==> src/rtl/uart_tick_pkg.sv <==
package uart_tick_pkg;

   localparam int unsigned REG_W        = 8;
   localparam int unsigned OVS_CODE_W   = 4;
   localparam int unsigned OVS_CNT_W    = 5;
   localparam int unsigned OVS_MIN      = 4;
   localparam int unsigned OVS_DEFAULT  = 16;
   localparam int unsigned PSC_ON_BIT   = 7;
   localparam int unsigned SIR_BIT      = 6;
   localparam int unsigned UNLOCK_BIT   = 4;

   typedef enum logic [1:0] {
      RA_PSC = 2'd0,
      RA_OVS = 2'd1,
      RA_MCR = 2'd2,
      RA_EFR = 2'd3
   } rd_sel_e;

   function automatic logic [OVS_CNT_W-1:0] ovs_count(input logic [OVS_CODE_W-1:0] code);
      if (code < OVS_CODE_W'(OVS_MIN))
         return OVS_CNT_W'(OVS_DEFAULT);
      else
         return OVS_CNT_W'(code);
   endfunction

endpackage

==> src/rtl/tick_cfg_regs.sv <==
module tick_cfg_regs
   import uart_tick_pkg::*;
#(
   parameter int unsigned DIV_W    = 16,
   parameter int unsigned FRAC_W   = 3
)(
   input  logic                  clk,
   input  logic                  rst_n,
   input  logic                  clksel_pin,
   input  logic                  wr_div,
   input  logic [DIV_W-1:0]      div_wdata,
   input  logic                  wr_psc,
   input  logic                  wr_ovs,
   input  logic                  wr_mcr,
   input  logic                  wr_efr,
   input  logic [REG_W-1:0]      wr_data,
   input  logic [1:0]            rd_addr,
   output logic [REG_W-1:0]      rd_data,
   output logic [REG_W-1:0]      psc_eff,
   output logic                  psc_on,
   output logic [DIV_W-1:0]      div_eff,
   output logic [OVS_CNT_W-1:0]  ovs_eff,
   output logic                  restart
);

   localparam logic [REG_W-1:0] PSC_UNITY = REG_W'(1 << FRAC_W);
   localparam logic [DIV_W-1:0] DIV_ONE   = DIV_W'(1);

   logic [REG_W-1:0] psc_q, ovs_q, mcr_q, efr_q;
   logic [DIV_W-1:0] div_q;
   logic             unlocked;

   assign unlocked = efr_q[UNLOCK_BIT];

   always_ff @(posedge clk) begin
      if (!rst_n) begin
         psc_q <= PSC_UNITY;
         ovs_q <= '0;
         efr_q <= '0;
         div_q <= DIV_ONE;
         mcr_q <= '0;
         mcr_q[PSC_ON_BIT] <= ~clksel_pin;
      end else begin
         if (wr_psc) psc_q <= wr_data;
         if (wr_ovs) ovs_q <= wr_data;
         if (wr_efr) efr_q <= wr_data;
         if (wr_div) div_q <= div_wdata;
         if (wr_mcr) begin
            mcr_q[SIR_BIT-1:0] <= wr_data[SIR_BIT-1:0];
            if (unlocked)
               mcr_q[PSC_ON_BIT:SIR_BIT] <= wr_data[PSC_ON_BIT:SIR_BIT];
         end
      end
   end

   assign psc_eff = (psc_q < PSC_UNITY) ? PSC_UNITY : psc_q;
   assign psc_on  = mcr_q[PSC_ON_BIT];
   assign div_eff = (div_q == '0) ? DIV_ONE : div_q;
   assign ovs_eff = ovs_count(ovs_q[OVS_CODE_W-1:0]);
   assign restart = wr_div | wr_psc | wr_ovs;

   always_comb begin
      unique case (rd_sel_e'(rd_addr))
         RA_PSC:  rd_data = psc_q;
         RA_OVS:  rd_data = ovs_q;
         RA_MCR:  rd_data = mcr_q;
         RA_EFR:  rd_data = efr_q;
         default: rd_data = '0;
      endcase
   end

   AST_MCR_LOCK: assert property (@(posedge clk) disable iff (!rst_n)
      (wr_mcr && !unlocked) |=> $stable(mcr_q[PSC_ON_BIT:SIR_BIT])) else $error("mcr lock");

endmodule

==> src/rtl/tick_frac_psc.sv <==
module tick_frac_psc
   import uart_tick_pkg::*;
#(
   parameter int unsigned FRAC_W  = 3,
   parameter bit          HAS_PSC = 1'b1
)(
   input  logic              clk,
   input  logic              rst_n,
   input  logic              restart,
   input  logic              psc_on,
   input  logic [REG_W-1:0]  psc_eff,
   output logic              tick
);

   localparam int unsigned SUM_W = REG_W + 1;
   localparam logic [SUM_W-1:0] STEP = SUM_W'(1 << FRAC_W);

   if (FRAC_W >= REG_W) begin : g_bad_frac
      $error("FRAC_W must be smaller than REG_W");
   end

   if (HAS_PSC) begin : g_accum
      logic [REG_W-1:0] acc_q;
      logic [SUM_W-1:0] sum;
      logic [SUM_W-1:0] lim;
      logic             hit;

      assign sum  = {1'b0, acc_q} + STEP;
      assign lim  = {1'b0, psc_eff};
      assign hit  = (sum >= lim);
      assign tick = !psc_on || hit;

      always_ff @(posedge clk) begin
         if (!rst_n || restart || !psc_on)
            acc_q <= '0;
         else if (hit)
            acc_q <= REG_W'(sum - lim);
         else
            acc_q <= REG_W'(sum);
      end

      AST_ACC_BELOW: assert property (@(posedge clk) disable iff (!rst_n)
         acc_q < psc_eff) else $error("accumulator overrun");
      AST_RESTART_PHASE: assert property (@(posedge clk) disable iff (!rst_n)
         $past(restart) |-> (acc_q == '0)) else $error("restart phase");
   end else begin : g_bypass
      logic unused_cfg;
      assign unused_cfg = ^{clk, rst_n, restart, psc_on, psc_eff};
      assign tick = 1'b1 | unused_cfg;
   end

endmodule

==> src/rtl/tick_mod_counter.sv <==
module tick_mod_counter #(
   parameter int unsigned CNT_W = 16
)(
   input  logic              clk,
   input  logic              rst_n,
   input  logic              restart,
   input  logic              step,
   input  logic [CNT_W-1:0]  modulus,
   output logic              wrap
);

   logic [CNT_W-1:0] cnt_q;
   logic             at_end;

   if (CNT_W < 1) begin : g_bad_w
      $error("CNT_W must be at least 1");
   end

   assign at_end = (cnt_q == modulus - CNT_W'(1));
   assign wrap   = step && at_end;

   always_ff @(posedge clk) begin
      if (!rst_n || restart)
         cnt_q <= '0;
      else if (step)
         cnt_q <= at_end ? '0 : cnt_q + CNT_W'(1);
   end

   AST_CNT_RANGE: assert property (@(posedge clk) disable iff (!rst_n)
      !restart |=> (cnt_q < modulus)) else $error("counter out of range");

endmodule

==> src/rtl/uart_tick_gen.sv <==
module uart_tick_gen
   import uart_tick_pkg::*;
#(
   parameter int unsigned DIV_W   = 16,
   parameter int unsigned FRAC_W  = 3,
   parameter bit          HAS_PSC = 1'b1
)(
   input  logic              clk,
   input  logic              rst_n,
   input  logic              clksel_pin,
   input  logic              wr_div,
   input  logic [DIV_W-1:0]  div_wdata,
   input  logic              wr_psc,
   input  logic              wr_ovs,
   input  logic              wr_mcr,
   input  logic              wr_efr,
   input  logic [7:0]        wr_data,
   input  logic [1:0]        rd_addr,
   output logic [7:0]        rd_data,
   output logic              sample_en,
   output logic              bit_en
);

   if (DIV_W < 1 || DIV_W > 16) begin : g_bad_div
      $error("DIV_W must lie in 1..16");
   end

   logic [REG_W-1:0]     psc_eff;
   logic                 psc_on;
   logic [DIV_W-1:0]     div_eff;
   logic [OVS_CNT_W-1:0] ovs_eff;
   logic                 restart;
   logic                 tick;

   tick_cfg_regs #(.DIV_W(DIV_W), .FRAC_W(FRAC_W)) u_regs (
      .clk        (clk),
      .rst_n      (rst_n),
      .clksel_pin (clksel_pin),
      .wr_div     (wr_div),
      .div_wdata  (div_wdata),
      .wr_psc     (wr_psc),
      .wr_ovs     (wr_ovs),
      .wr_mcr     (wr_mcr),
      .wr_efr     (wr_efr),
      .wr_data    (wr_data),
      .rd_addr    (rd_addr),
      .rd_data    (rd_data),
      .psc_eff    (psc_eff),
      .psc_on     (psc_on),
      .div_eff    (div_eff),
      .ovs_eff    (ovs_eff),
      .restart    (restart)
   );

   tick_frac_psc #(.FRAC_W(FRAC_W), .HAS_PSC(HAS_PSC)) u_psc (
      .clk     (clk),
      .rst_n   (rst_n),
      .restart (restart),
      .psc_on  (psc_on),
      .psc_eff (psc_eff),
      .tick    (tick)
   );

   tick_mod_counter #(.CNT_W(DIV_W)) u_div (
      .clk     (clk),
      .rst_n   (rst_n),
      .restart (restart),
      .step    (tick),
      .modulus (div_eff),
      .wrap    (sample_en)
   );

   tick_mod_counter #(.CNT_W(OVS_CNT_W)) u_ovs (
      .clk     (clk),
      .rst_n   (rst_n),
      .restart (restart),
      .step    (sample_en),
      .modulus (ovs_eff),
      .wrap    (bit_en)
   );

   AST_BIT_IN_SAMPLE: assert property (@(posedge clk) disable iff (!rst_n)
      bit_en |-> sample_en) else $error("bit without sample");

endmodule

==> config.mk <==
export PLATFORM = sky130hd
export DESIGN_NAME = uart_tick_gen
export DESIGN_NICKNAME = d
export VERILOG_FILES = /design/src/rtl/uart_tick_pkg.sv /design/src/rtl/tick_cfg_regs.sv /design/src/rtl/tick_frac_psc.sv /design/src/rtl/tick_mod_counter.sv /design/src/rtl/uart_tick_gen.sv
export SDC_FILE = /design/constraint.sdc
export NUM_CORES = 1
export LEC_CHECK = 0
export ABC_AREA = 1
export BUFFER_PORTS_ARGS = -buffer_cell sky130_fd_sc_hd__buf_2
export CAP_MARGIN = 20
export CORE_MARGIN = 2
export CORE_UTILIZATION = 55
export DETAILED_ROUTE_END_ITERATION = 12
export GPL_TIMING_DRIVEN = 0
export HOLD_SLACK_MARGIN = 0.02
export PLACE_DENSITY = 0.73
export SYNTH_ARGS = -nofsm -noshare
export SYNTH_HDL_FRONTEND = slang
export SYNTH_HIERARCHICAL = 1
export SYNTH_SLANG_ARGS = --single-unit
export TNS_END_PERCENT = 1
==> constraint.sdc <==
create_clock -name clk -period 3.7 [get_ports clk]
set_input_delay 0.74 -clock clk [delete_from_list [all_inputs] [get_ports clk]]
set_output_delay 0.74 -clock clk [all_outputs]
set_load 0.1 [all_outputs]
==> results.py <==
metrics = {
    "clock_tree": {
        "clk_path_buf_depth": 2,
        "cts-htree-levels": 3,
        "cts_made_buffers": 9,
        "cts.sink_count": 77,
        "cts_root_buf": "clkbuf_8",
        "cts-hold-fix-buffers": 0,
        "worstSkewPairLatency_ns": 0.35,
        "cts_tree": "yes",
        "path_clk_slew_ns": 0.08,
    },
    "critical_path": {
        "r2r-end": "u_div/cnt_q[13]$_SDFFE_PP0P_",
        "ff2ff_setup_slack_ns": 0.69,
        "cp_max_fo": 3,
        "cp-end-kind": "output port",
        "crit_arrival_ns": 3.06,
        "path_class": "reg2out",
        "cp-start-kind": "flip-flop",
        "cp.required_ns": 2.96,
        "r2r_start": "u_regs/psc_q[3]$_SDFFE_PN1P_",
        "cp_cell_sequence": "nor2_1 > nand2_1 > nor2_2 > nand2_1 > nand2_2 > inv_2 > ha_4 > inv_2 > nand2_1 > nand4_1 > nor3b_2 > nand3_1 > nor3_2 > nand3b_1 > nor2_4 > o21a_1 > nand2_1 > nor2_2 > nand2_2 > clkinvlp_4 > buf_12",
        "worst_path_max_delay_cell": "dfxtp_1",
        "worstRegToRegCells": 22,
        "max_stage_delay_ns": 0.32,
        "cpMostUsedCell": "nand2_1",
    },
    "final_layout": {
        "antenna_cells": 0,
        "fin_nets": 885,
        "drive_gt1_share_pct": 18.4,
        "area_growth_pct": 16.8,
        "final_area_um2": 5780,
        "fillers": 784,
        "fin_util_pct": 66.3,
    },
    "synth": {
        "synthTopCellsByArea": "dfxtp_1 (31%), nand2_1 (13%), nor2_1 (12%)",
        "synthAdderAreaFrac_pct": 3.69,
        "synthMuxAreaShare_pct": 0.202,
        "synthSimpleGateAreaFrac_pct": 40.4,
        "synth_top_family_by_area": "simple AND/OR/NAND/NOR gates",
        "yosysWarnings": 6,
        "synth.distinct_cells": 40,
        "synth_top_cell_area_share_pct": 30.7,
        "synth-xor-area-share_pct": 5.66,
        "avgSynthCellArea_um2": 6.37,
        "synth_area_leader_cell": "dfxtp_1",
        "syn_area_um2": 4950,
        "synth_seq_area_share_pct": 31.4,
        "synthCells": 777,
        "synth-compound-area-share_pct": 8.22,
        "synthesis.nets": 825,
        "ys_ff_latch": 77,
    },
    "timing": {
        "fin_crit_ns": 3.80,
        "report.final.slew_viol_count": 0,
        "worstMarginPinSlew_ns": 0.582,
        "rsz0062_at_grt": "yes",
        "hold_viol_final": 0,
        "max_freq_mhz": 263,
        "fin_ws_ns": -0.0953,
        "relSlewSlack_pct": 61.1,
        "setup_viol": 1,
        "layout_worst_path_cycle_share_pct": 103,
        "finClkSkew_ns": 0.00795,
    },
    "placement": {
        "placed_area_um2": 5390,
        "dpl.hpwl_mm": 9.08,
        "io_buffers": 42,
        "gp_congestion": 0.857,
    },
    "global_route": {
        "antenna_found_initial": 0,
        "met2_usage_pct": 44.9,
        "met1_usage_pct": 33.7,
        "grt_max_degree": 14,
        "gr-usage-met3_pct": 3.76,
        "grt_pass1_vias": 4714,
        "grt_usage_pct": 26.1,
        "gr-total-overflow": 0,
        "grt_busiest_layer": "met2",
        "grt_first_pass_wirelength_mm": 20.8,
    },
    "die": {
        "row_count": 34,
        "die_h_um": 98.9,
        "die_w_um": 98.9,
        "initial_core_util_pct": 56.7,
        "ios": 44,
        "dieArea_um2": 9770,
        "core-area_um2": 8720,
    },
    "drt": {
        "avgViaCountPerCell": 5.12,
        "drt_iter0_markers": 253,
        "drc": 0,
        "vias": 4863,
        "wl_per_cell_um": 12.9,
        "wl_mm": 12.3,
        "ant_nets": 0,
        "dr.pass1.iters": 5,
    },
    "worst_hold_path": {
        "holdPathEnd": "u_regs/ovs_q[0]$_SDFFE_PN0P_",
        "hold_depth": 2,
        "hp-start": "u_regs/ovs_q[0]$_SDFFE_PN0P_",
        "hold_class": "reg2reg",
    },
    "run_status": {
        "violations": "setup timing",
        "status": "finished, violations left",
    },
    "pwr": {
        "power_density_nw_per_um2": 378,
        "clockPowerShare_pct": 35.4,
        "p_int_w": 0.00149,
        "combPwrFrac_pct": 23.5,
        "power.switching_w": 0.000692,
        "swShare_pct": 31.7,
        "seqPwrFrac_pct": 41.0,
        "leakage_nw": 2.76,
        "vdd_ir_drop_max_uv": 283,
    },
    "flow_run": {
        "cap_violations": 0,
    },
}
## cell families after synthesis
group / count (synthesis)
AO/OA/AOI/OAI: 79
XOR/XNOR: 32
adder cells (fa/ha/maj): 14
buffers and inverters: 127
flip-flops: 77
multiplexers: 1
AND/OR/NAND/NOR: 447
## layout make-up
type,instances,area (um^2),share of cell area (%)
Multi-Input combinational cell,573,3030,52.4
Sequential cell,77,1570,27.1
Inverter,94,359,6.21
Timing Repair Buffer,49,293,5.06
Buffer,33,165,2.86
Tap cell,108,135,2.34
Clock buffer,10,128,2.21
Clock inverter,5,108,1.86
## Yosys cell counts (all sizes together)
cell,n
inv,94
mux2i,1
nor2,182
a21o,1
xnor2,7
nor3b,1
o21ai,57
nand3b,5
o21bai,1
fa,1
edfxtp,1
xor2,25
nor3,10
and3,1
nand2,187
o21a,1
clkbuf,23
buf,10
ha,13
a21oi,19
or2,3
nand3,39
nand4,19
dfxtp,76
## sequential cells by signal (all words and copies together) (netlist names)
signal	flops
u_div/cnt_q	16
u_regs/ovs_q	8
u_regs/psc_q	8
u_regs/mcr_q	8
u_psc/g_accum.acc_q	8
u_regs/efr_q	8
u_ovs/cnt_q	5
u_regs/div_q	16
## stage by stage
step	instances	setup TNS, ns	setup WS [ns]	hold slack, ns	power (W)
3_5_place_dp	927	-0.118	-0.118	0.482	0.00140
6_report	949	-0.0953	-0.0953	0.498	0.00218
4_1_cts	948	-0.0593	-0.0593	0.495	0.00219
5_1_grt	949	-0.478	-0.389	0.525	0.00229
3_3_place_gp	927	-0.103	-0.103	0.471	0.00139
2_1_floorplan	777	-0.0566	-0.0566	0.448	0.00129
## worst max-delay path by stage
stage	start	end	slack (ns)	depth (start not counted)
floorplan	u_regs/div_q[2]$_SDFFE_PN0P_	bit_en	-0.06	20
global placement	u_regs/div_q[14]$_SDFFE_PN0P_	bit_en	-0.10	21
detailed placement	u_regs/div_q[14]$_SDFFE_PN0P_	bit_en	-0.12	21
CTS	u_regs/div_q[14]$_SDFFE_PN0P_	bit_en	-0.06	21
global route	u_regs/div_q[14]$_SDFFE_PN0P_	bit_en	-0.39	21
finish	u_regs/div_q[11]$_SDFFE_PN0P_	bit_en	-0.1	21
## repair_timing
item | in CTS | in global routing
pin swaps | 8 | 5
setup buffers | 6 | 1
endpoints found under the setup margin | 2 | 2
resized for setup | 15 | 16
## power groups by stage
stage	Sequential (W)	Clock, W	Combinational [W]
after floorplan	0.000905	0	0.000389
after global placement	0.000912	0	0.000480
after detailed placement	0.000914	0	0.000491
after CTS	0.000895	0.000792	0.000503
after global routing	0.000901	0.000817	0.000572
final	0.000896	0.000773	0.000514
## layout by cell type (no fill, tap or decap), types with 6 or more instances in the layout
cell / n
a21oi_1: 18
nand4_1: 17
nand2_2: 12
nand2_1: 172
ha_1: 6
inv_1: 86
buf_4: 11
dfxtp_1: 65
xnor2_1: 7
nand3_1: 33
nor2_1: 158
xor2_1: 24
nor3_1: 7
clkbuf_8: 9
dfxtp_2: 11
nor2_2: 18
buf_2: 43
clkbuf_1: 24
o21ai_1: 6
ha_4: 6
o21ai_0: 51
nor2_4: 6
inv_2: 6
## critical path, delay by kind of cell (launching register included)
kind                     cells  cell delay [ns]
adder cells (fa/ha/maj)      1             0.27
AO/OA/AOI/OAI                1             0.14
AND/OR/NAND/NOR             15             1.61
buffers and inverters        4             0.33
flip-flops                   1             0.32
## layer usage
layer  routed length [um]  vias to the layer above
li1                     -                     2535
met1                 5770                     2208
met2                 5890                      106
met4                  161                        0
met3                  471                       14
met5                    0                        -
Note: power is estimated with default switching activity, not from simulation.
